**src/rtl/ovr_pkg.sv**
```systemverilog
// Shared types of the pulsed overload retry controller.
// Assumes: nothing beyond the IEEE 1800-2017 language.
package ovr_pkg;

    // Sequencer state: normal running, forced off, trial re-enable.
    typedef enum logic [1:0] {
        ST_RUN   = 2'd0,
        ST_OFF   = 2'd1,
        ST_TRIAL = 2'd2
    } ovr_state_e;

endpackage

```
**src/rtl/ovr_interval_timer.sv**
```systemverilog
// Interval timer for the retry sequencer.
// Counts clock cycles from zero after a clear and flags the last cycle of
// either the long off interval or the short trial interval.
// Assumes: OFF_CYCLES >= 2 and 1 <= ON_CYCLES <= OFF_CYCLES.
module ovr_interval_timer #(
    parameter int OFF_CYCLES = 9000,
    parameter int ON_CYCLES  = 900
) (
    input  logic clk,
    input  logic rst_n,
    input  logic clr_i,
    input  logic use_on_i,
    output logic last_o
);
    localparam int CW = $clog2(OFF_CYCLES + 1);
    localparam logic [CW-1:0] OFF_LAST = CW'(OFF_CYCLES - 1);
    localparam logic [CW-1:0] ON_LAST  = CW'(ON_CYCLES - 1);

    logic [CW-1:0] cnt_q;

    // Cycle counter: cleared on request, otherwise counts up.
    always_ff @(posedge clk) begin
        if (!rst_n || clr_i) begin
            cnt_q <= '0;
        end else begin
            cnt_q <= cnt_q + 1'b1;
        end
    end

    // Last-cycle decode for the interval in progress.
    always_comb begin
        last_o = use_on_i ? (cnt_q == ON_LAST) : (cnt_q == OFF_LAST);
    end

endmodule

```
**src/rtl/ovr_trial_judge.sv**
```systemverilog
// Trial verdict accumulator.
// Remembers whether any overload sample fell inside the current trial and
// presents the verdict including the sample of the current cycle.
// Assumes: the sequencer clears it on every entry to and exit from a trial.
module ovr_trial_judge (
    input  logic clk,
    input  logic rst_n,
    input  logic clr_i,
    input  logic sample_i,
    input  logic ovl_i,
    output logic fail_o
);
    logic fail_q;

    // Sticky failure bit for the running trial.
    always_ff @(posedge clk) begin
        if (!rst_n || clr_i) begin
            fail_q <= 1'b0;
        end else if (sample_i) begin
            fail_q <= fail_q | ovl_i;
        end
    end

    // Verdict including this cycle's sample.
    always_comb begin
        fail_o = fail_q | (sample_i & ovl_i);
    end

endmodule

```
**src/rtl/ovr_hiccup_ctrl.sv**
```systemverilog
// Pulsed overload retry controller (top).
// Static mode: output on, flag mirrors the sampled overload.
// Pulsed mode: trip on overload, hold off OFF_CYCLES, trial ON_CYCLES,
// repeat until a trial passes clean. enable_i low idles everything.
// Assumes: ovl_i is already synchronous to clk; OFF_CYCLES >= ON_RATIO.
module ovr_hiccup_ctrl #(
    parameter int OFF_CYCLES = 9000,
    parameter int ON_RATIO   = 10
) (
    input  logic clk,
    input  logic rst_n,
    input  logic enable_i,
    input  logic static_mode_i,
    input  logic ovl_i,
    output logic out_en_o,
    output logic ovl_flag_o
);
    import ovr_pkg::*;

    localparam int ON_CYCLES = OFF_CYCLES / ON_RATIO;

    ovr_state_e state_q, state_d;
    logic       out_en_q, out_en_d;
    logic       flag_q, flag_d;
    logic       tmr_clr, tmr_last;
    logic       jdg_clr, jdg_sample, jdg_fail;

    ovr_interval_timer #(
        .OFF_CYCLES (OFF_CYCLES),
        .ON_CYCLES  (ON_CYCLES)
    ) u_timer (
        .clk      (clk),
        .rst_n    (rst_n),
        .clr_i    (tmr_clr),
        .use_on_i (state_q == ST_TRIAL),
        .last_o   (tmr_last)
    );

    ovr_trial_judge u_judge (
        .clk      (clk),
        .rst_n    (rst_n),
        .clr_i    (jdg_clr),
        .sample_i (jdg_sample),
        .ovl_i    (ovl_i),
        .fail_o   (jdg_fail)
    );

    // Next-state and next-output decision of the sequencer.
    always_comb begin
        state_d    = state_q;
        out_en_d   = out_en_q;
        flag_d     = flag_q;
        tmr_clr    = 1'b1;
        jdg_clr    = 1'b1;
        jdg_sample = 1'b0;
        if (!enable_i) begin
            state_d  = ST_RUN;
            out_en_d = 1'b0;
            flag_d   = 1'b0;
        end else if (static_mode_i) begin
            state_d  = ST_RUN;
            out_en_d = 1'b1;
            flag_d   = ovl_i;
        end else begin
            unique case (state_q)
                ST_RUN: begin
                    if (ovl_i) begin
                        state_d  = ST_OFF;
                        out_en_d = 1'b0;
                        flag_d   = 1'b1;
                    end else begin
                        out_en_d = 1'b1;
                        flag_d   = 1'b0;
                    end
                end
                ST_OFF: begin
                    tmr_clr = 1'b0;
                    flag_d  = 1'b1;
                    if (tmr_last) begin
                        state_d  = ST_TRIAL;
                        out_en_d = 1'b1;
                        tmr_clr  = 1'b1;
                    end else begin
                        out_en_d = 1'b0;
                    end
                end
                ST_TRIAL: begin
                    tmr_clr    = 1'b0;
                    jdg_clr    = 1'b0;
                    jdg_sample = 1'b1;
                    out_en_d   = 1'b1;
                    flag_d     = 1'b1;
                    if (tmr_last) begin
                        tmr_clr = 1'b1;
                        jdg_clr = 1'b1;
                        if (jdg_fail) begin
                            state_d  = ST_OFF;
                            out_en_d = 1'b0;
                        end else begin
                            state_d = ST_RUN;
                            flag_d  = 1'b0;
                        end
                    end
                end
                default: begin
                    state_d  = ST_RUN;
                    out_en_d = 1'b0;
                    flag_d   = 1'b0;
                end
            endcase
        end
    end

    // State and output registers.
    always_ff @(posedge clk) begin
        if (!rst_n) begin
            state_q  <= ST_RUN;
            out_en_q <= 1'b0;
            flag_q   <= 1'b0;
        end else begin
            state_q  <= state_d;
            out_en_q <= out_en_d;
            flag_q   <= flag_d;
        end
    end

    assign out_en_o   = out_en_q;
    assign ovl_flag_o = flag_q;

endmodule

```
**config.mk**
```make
export PLATFORM = sky130hd
export DESIGN_NAME = ovr_hiccup_ctrl
export DESIGN_NICKNAME = d
export VERILOG_FILES = /design/src/rtl/ovr_pkg.sv /design/src/rtl/ovr_interval_timer.sv /design/src/rtl/ovr_trial_judge.sv /design/src/rtl/ovr_hiccup_ctrl.sv
export SDC_FILE = /design/constraint.sdc
export NUM_CORES = 1
export LEC_CHECK = 0
export ABC_CLOCK_PERIOD_IN_PS = 1700
export BUFFER_PORTS_ARGS = -buffer_cell sky130_fd_sc_hd__buf_2
export CAP_MARGIN = 10
export CORE_MARGIN = 3
export CORE_UTILIZATION = 25
export DETAILED_ROUTE_END_ITERATION = 8
export MAX_ROUTING_LAYER = met4
export SETUP_SLACK_MARGIN = 0.4
export SLEW_MARGIN = 40
export SYNTH_ARGS = -nofsm -noshare
export SYNTH_HDL_FRONTEND = slang
export SYNTH_SLANG_ARGS = --single-unit
```
**constraint.sdc**
```tcl
create_clock -name clk -period 1.7 [get_ports clk]
set_input_delay 0.085 -clock clk [delete_from_list [all_inputs] [get_ports clk]]
set_output_delay 0.085 -clock clk [all_outputs]
set_load 0.005 [all_outputs]
```
* Word-level counts from Yosys, hierarchy flattened
Index checks and enable logic that the tools add are counted.
** Word-level totals
- Flip-flop bits (word level) :: 19
- Output and inout port bits :: 2
- Logic and storage cells :: 52
** Cells by class
- Add/subtract/negate cells :: 1
- Eq/ne operators :: 7
- Muxes and demuxes :: 26
- Bitwise operators :: 5
- Reductions and logical operators :: 8
** Operators with widths (count)
- 1-bit two-way mux :: 20
- 14-bit by 1-bit adder with 14-bit output, second input constant :: 1
- 14-bit by 10-bit equality test with 1-bit output, second input constant :: 1
- 14-bit equality test, second input constant :: 1
- 2-bit two-way mux :: 3
- 2-bit inequality test, second input constant :: 3
- 1-bit one-hot mux with 3 select lines :: 2
- 2-bit one-hot mux with 3 select lines :: 1
- 3-bit AND reduction :: 1
- 3-bit OR reduction :: 1
- 2-bit by 1-bit equality test with 1-bit output, second input constant :: 1
- 2-bit equality test, second input constant :: 1
- 2-bit logical NOT :: 1
- 1-bit logical OR :: 2
- 1-bit NOT :: 2
- 1-bit bitwise OR :: 2
- 2-bit AND reduction :: 1
- 2-bit OR reduction :: 1
- 1-bit bitwise AND :: 1
- 1-bit logical NOT :: 1

* Depth between registers and ports, before layout
Gate-level depths: netlist of run 1.
- Depth after elaboration :: 10
- Mapped depth :: 8
- Depth with buffers taken out :: 7

* By module
From an unflattened synthesis of run 1, not the netlist that was laid out.
** Unflattened totals
- Cell total of the unflattened synthesis :: 115
- Area, all modules :: 1036.0 µm²
** Modules (own cells, without submodules)
- ovr_interval_timer :: instances 1, cells an instance 77, area each 683.2 µm²
- ovr_hiccup_ctrl :: instances 1, cells an instance 35, area each 316.6 µm²
- ovr_trial_judge :: instances 1, cells an instance 3, area each 36.3 µm²

* Worst setup path before layout of run 1
No wires, ideal clock.
- Path kind :: register to register
- Start point :: register state_q[0]
- End point :: register u_timer.cnt_q[7]
- Arrival :: 1.685 ns
- Slack :: -0.099 ns
- Cell stages (with the launch flop) :: 9
- Path buffers :: 1
- Period minus slack after synthesis :: 1.799 ns
- Cell sequence :: dfxtp_1 > inv_1 > ha_1 > nand2_1 > or4_4 > a21oi_4 > nand3b_4 > buf_8 > nor2_1
** Between the ends
- Longest elaborated chain between the ends :: 7
- Elaborated cells between the ends (all ways) :: 9
- Those cells by class :: eq/ne: 2; mux: 5; reduce/logical: 2
** Ends and longest elaborated chain
- start: declaration :: RTL line ovr_hiccup_ctrl.sv:22 : ovr_state_e state_q, state_d;
- start signal: assignment :: RTL line ovr_hiccup_ctrl.sv:121 : state_q <= state_d;
- 2-bit equality test :: RTL line ovr_hiccup_ctrl.sv:35, ovr_hiccup_ctrl.sv:65
- 1-bit two-way mux :: RTL line ovr_interval_timer.sv:32 : last_o = use_on_i ? (cnt_q == ON_LAST) : (cnt_q == OFF_LAST);
- 1-bit two-way mux :: RTL line ovr_hiccup_ctrl.sv:79, ovr_hiccup_ctrl.sv:93
- 1-bit two-way mux *
- 1-bit two-way mux * :: RTL line ovr_hiccup_ctrl.sv:60 : end else if (static_mode_i) begin
- 1-bit two-way mux * :: RTL line ovr_hiccup_ctrl.sv:56 : if (!enable_i) begin
- 1-bit logical OR * :: RTL line ovr_interval_timer.sv:23 : if (!rst_n || clr_i) begin
- end signal: assignment :: RTL line ovr_interval_timer.sv:26 : cnt_q <= cnt_q + 1'b1;
- end: declaration :: RTL line ovr_interval_timer.sv:19 : logic [CW-1:0] cnt_q;
Mark *: on every way between the ends. The rest lies on a longest branch, timed or not.
A chain may end at the register's enable or synchronous reset.

* Worst setup path after layout of run 1
- Start point :: register state_q[0]
- End point :: register state_q[1]
** Between the ends
- Longest elaborated chain between the ends :: 4
- Elaborated cells between the ends (all ways) :: 9
- Those cells by class :: eq/ne: 5; mux: 2; reduce/logical: 2
** Ends and longest elaborated chain (RTL line)
- 2-bit equality test :: ovr_hiccup_ctrl.sv:35, ovr_hiccup_ctrl.sv:65
- 1-bit two-way mux :: ovr_interval_timer.sv:32
- 2-bit inequality test (no line)
- 3-bit AND reduction (no line)
Parallel ways exist; a longest one is shown, timed or not.

==> results of run 1 <==
[cells by family (layout without fill, tap and decap cells)]
group                      Yosys count  in the layout  synth area share, %
and+or+nand+nor                     55             56                28.37
DFF                                 19             19                38.68
AOI/OAI and AO/OA                   13             13                11.07
xor gates and xnor gates            12             12                10.69
buffers and inverters                7             32                3.816
adders and majority gates            5              5                6.361
muxes                                1              1                1.018
[cells in the final DEF, fill, tap and decap left out, types with 2 or more instances in the layout]
master and count:
o211ai_1 2, dfxtp_2 2, nor3_1 2, o21ai_2 2
and3_1 3, nand2_1 8, buf_2 6, inv_1 5
xor2_1 8, ha_1 4, nor2_2 7, dfxtp_1 17
nand4_1 5, xnor2_1 4, clkbuf_8 3, nor2_1 15
nand3b_4 2, buf_4 15, o21ai_0 2, nand3_1 5
[critical path, stage by stage (launching register included)]
cell and delay, ps:
dfxtp_2 330, inv_2 70, ha_4 140, nand2_2 40, or4_4 420, a21oi_4 250, buf_4 160, buf_4 90
o211ai_1 90
[area by class of cell]
| type | instances | area (µm²) | share of cell area [%] |
|---|---|---|---|
| flip-flops and latches | 19 | 382.9 | 28.95 |
| well taps | 48 | 60.06 | 4.541 |
| inverters | 6 | 22.52 | 1.703 |
| clock buffers | 3 | 41.29 | 3.122 |
| repair buffers | 22 | 153.9 | 11.64 |
| clock inverters | 1 | 5.005 | 0.3784 |
| multi-input cells | 87 | 656.9 | 49.67 |
[sequential cells by signal, summed over array words and instances (netlist names)]
name,count
u_timer.cnt_q,14
out_en_o,1
ovl_flag_o,1
state_q,2
u_judge.fail_q,1
[routing by layer]
layer  wire, µm  part of all wire, %  vias up  global-route usage (%)
met5          0                    0        -                       -
met4          6                 0.27        0                   1.460
met3        118                  5.3        2                   3.890
met2       1114                   50       18                   17.04
met1        979                   44      409                   11.84
li1           -                    -      438                       -
[repair_timing]
item,CTS,global route
buffers inserted,4,3
gates cloned,1,0
hold buffers,0,0
pin swaps,14,5
gates resized for setup,5,16
hold endpoints to repair,0,0
setup endpoints to repair,19,19
[stage by stage]
step                power (W)  setup WS (ps)  hold slack (ps)  setup TNS, ps  area (µm²)
finish              0.0008087         -19.44            161.7         -22.60        1323
floorplan           0.0004804          41.15            245.5              0       998.5
detailed placement  0.0004953         -5.682            423.1         -5.682        1141
CTS                 0.0008175          35.68            143.6              0        1244
global placement    0.0004940          28.42            409.1              0        1141
global route        0.0008497         -104.3            185.2         -516.6        1323
[power groups by stage]
stage | combinational, W | clock (W) | sequential, W
after global routing | 0.0000503 | 0.000350 | 0.000449
final | 0.0000455 | 0.000314 | 0.000449
after CTS | 0.0000401 | 0.000328 | 0.000449
after global placement | 0.0000341 | 0 | 0.000460
after floorplan | 0.0000201 | 0 | 0.000460
after detailed placement | 0.0000351 | 0 | 0.000460
[path summary, 6_finish.rpt]
kind	slack, ps	cells past startpoint	from	endpoint
max reg2reg	-20	8	state_q[0]	state_q[1]
max	-20	8	state_q[0]	state_q[1]
min	160	3	static_mode_i	out_en_o
min reg2reg	540	2	u_timer.cnt_q[0]	u_timer.cnt_q[0]
==> metrics.txt, run 1 <==
status finished, violations left; failing checks negative setup slack; Synth Flop Type dfxtp_1; Comb pwr share 5.6%; Net Sw Frac 22.00%; Post-DRT Antenna Nets 0; Fin. Hold Viols 0; Maximum Capacitance Violations 0; CTS clk-pin slew, worst paths 70 ps; share of layout cells above drive strength 1 37.68%; ant diodes 0; Clock power frac 38.8%; Worst EP required 1840 ps; All-Layer GR Usage 10.18%; Final Skew 5.161 ps; DRC 0; first-pass GRT wire length 3.512 mm; Cells after Synth 112; die area 4722 µm²; CTS tree yes; synth unique cells 29; P per Cell Area 611.5 nW/µm²; Area Overhead vs Synth 34.48%; Synth top cells by count nor2_1, dfxtp_1, nand2_1; CTS Root Buffer Type clkbuf_8; GPL Wtd Cong 0.8552; Seq/Total Area, Yosys 38.68%; kind of critical path reg -> reg; worst hold path type in -> reg; Total Wirelength 2.218 mm; fillers 392; placed cells 174; Die Y 68.72 µm; Yosys top cell by area dfxtp_1; Num Clock Sinks 19; Yosys top cell area share 38.68%; Vias per Instance 4.661; synthesis warning total 0; Setup crit end kind register; cell with the most instances after synthesis nor2_1; flip-flop and latch count after synthesis 19; top post-synthesis cells by area dfxtp_1, nor2_1, xor2_1; post-detail-place hpwl 1.415 mm; CTS H-Tree Depth 1; Starting Density 26.46%; initial drt markers 37; Avg Cell Area, Syn 8.781 µm²; Pins Over Slew Limit 0; fin nets 149; vias in the first global route 801; Critical Path AT 1860 ps; syn nets 122; max-slew headroom at the worst pin 77.04%; total I/O pin count 7; Post-synth EDFFs 0; Worst-Margin Slew 343.2 ps; Final min period 1719 ps; Worst VDD drop 0.0004666 V; RSZ-0062 raised after global routing yes; PortBufs 6; final setup margin -19.44 ps; WL per Instance 11.92 µm; largest net degree at the start of global routing 12; Num CTS Buffers 3; Async S/R FF share, synth 0%; Core Area 3716 µm²; Final Util 35.59%; initial antenna violation count 0; Pint 0.0006308 W; Congestion Overflow GR 0; maximum clock rate 0.5816 GHz; final setup vio count 2; sequential share of power 55.6%; Worst Path Max Fanout 6; Die Span X 68.72 µm; via count 867; Non-Filler Instances 186; Final Cycle Share 101.1%; TritonRoute pass-1 iters 5; Rows 22; Leak 0.5514 nW; worst skew pair latency 260 ps; Critical Path Start Type register; Post-Syn Area 983.4 µm²; clock buffer depth 2; net switching power of the design 0.0001779 W
(Power assumes the default switching activity.)
==> inputs of run 2 (changes only) <==
- CORE_MARGIN: 3 -> 2
==> run 2 against run 1 <==
  * The run now ends clean
  * Routed wire length decreased by 1.5%
  * Total power up 1.2%
  * Largest cell class unchanged
  * Flip-flop and latch count unchanged
  * First-iteration DRC count up 38%
  * Highest routed layer unchanged
  * Cell area is 4.1% lower
==> metrics.txt, run 2 (synthesis gave the netlist of run 1 again) <==
hold depth 3; total I/O pin count 7; P per Cell Area 645.0 nW/µm²; clock buffer depth 2; Die Span X 66.72 µm; worst hold path type in -> reg; initial drt markers 51; DP Worst Slack 17.64 ps; TritonRoute pass-1 iters 4; worst hold slack 166.0 ps; placed cells 175; die area 4452 µm²; Total Wirelength 2.184 mm; Starting Density 26.46%; Non-Filler Instances 183; CTS clk-pin slew, worst paths 80 ps; first-pass GRT wire length 3.705 mm; CTS Root Buffer Type clkbuf_8; largest net degree at the start of global routing 13; Vias per Instance 4.661; Worst VDD drop 0.0004755 V; Critical Path AT 1840 ps; TNS Setup 0 ps; GR peak layer met2; Post-DRT Antenna Nets 0; Hold Startpoint static_mode_i; fillers 386; GR Util met1 12.92%; Maximum Capacitance Violations 0; Worst R2R Start state_q[0]; fin nets 146; Worst EP required 1860 ps; maximum clock rate 0.5933 GHz; Congestion Overflow GR 0; Die Y 66.72 µm; final setup margin 14.61 ps; Final min period 1685 ps; Setup crit start state_q[0]; final setup vio count 0; GR Layer Usage met3 3.547%; Worst Path Max Fanout 8; Pins Over Slew Limit 0; met2 Use GR 18.50%; post-detail-place hpwl 1.473 mm; area of the multi-input gates 626.9 µm²; Num Clock Sinks 19; vias in the first global route 860; kind of critical path reg -> reg; ant diodes 0; All-Layer GR Usage 11.02%; GPL Wtd Cong 0.7831; Critical Path Start Type register; share of layout cells above drive strength 1 33.33%; Worst-Margin Slew 355.2 ps; status finished clean; max FFs per register 14; CTS H-Tree Depth 1; Setup crit end kind register; Regs by FF count u_timer.cnt_q x14, state_q x2; worst skew pair latency 260 ps; Rows 22; Final Util 34.14%; Final Cycle Share 99.14%; Num CTS Buffers 3; RSZ-0062 raised after global routing yes; Biggest register u_timer.cnt_q; DRC 0; Area Overhead vs Synth 29.01%; via count 853; Register Area 382.9 µm²; WL per Instance 11.93 µm; CTS tree yes; Final Skew 6.303 ps; Core Area 3716 µm²; Reg2Reg Depth 7; max-slew headroom at the worst pin 76.23%; CTS Hold Bufs 0; Leak 0.4971 nW; initial antenna violation count 0; PortBufs 6; most frequent cells in the layout nor2_1, dfxtp_1, buf_4; Fin. Hold Viols 0
## run 2: final timing paths
path	slack, ps	end
setup reg to reg	10	u_timer.cnt_q[6]
setup / recovery	10	u_timer.cnt_q[6]
hold reg to reg	540	u_timer.cnt_q[0]
hold / removal	170	out_en_o
## run 2: where the power goes
group,switching [W],internal [W],total [W]
clock,0.000162,0.000165,0.000327
sequential,0.00000109,0.000448,0.000449
combinational,0.0000244,0.0000178,0.0000422
total,0.000187,0.000631,0.000818
## run 2: what timing repair did
item,in CTS,in global routing
endpoints found under the setup margin,19,19
cloned,1,0
pin swaps,6,2
gates resized for setup,3,9
setup buffers,3,0
## run 2: layout make-up
| cell class | instances | share of cell area, % |
|---|---|---|
| multi-input cells | 87 | 49.41 |
| flip-flops and latches | 19 | 30.18 |
| repair buffers | 19 | 10.06 |
| well taps | 48 | 4.734 |
| clock buffers | 3 | 3.254 |
| inverters | 6 | 1.775 |
| clock inverters | 1 | 0.5917 |
## run 2: critical path, stage by stage (launching register included)
cell and delay, ps:
dfxtp_2 330, inv_2 70, ha_4 130, nand2_2 40, or4_4 430, a21oi_4 250
nand3b_4 280, nor2_1 60
## run 2: metal layers
| layer | wire length [µm] | up-vias | share of wire [%] |
|---|---|---|---|
| met4 | 18 | 0 | 0.82 |
| li1 | - | 433 | - |
| met2 | 1085 | 21 | 50 |
| met1 | 981 | 397 | 45 |
| met3 | 99 | 2 | 4.5 |
| met5 | 0 | - | 0 |
## run 2: stage by stage
stage / power, W / instance area, µm²
finish: 0.0008184 / 1269
global route: 0.0008518 / 1269
CTS: 0.0008293 / 1241
detailed placement: 0.0004957 / 1149
global placement: 0.0004946 / 1149
floorplan: 0.0004804 / 998.5
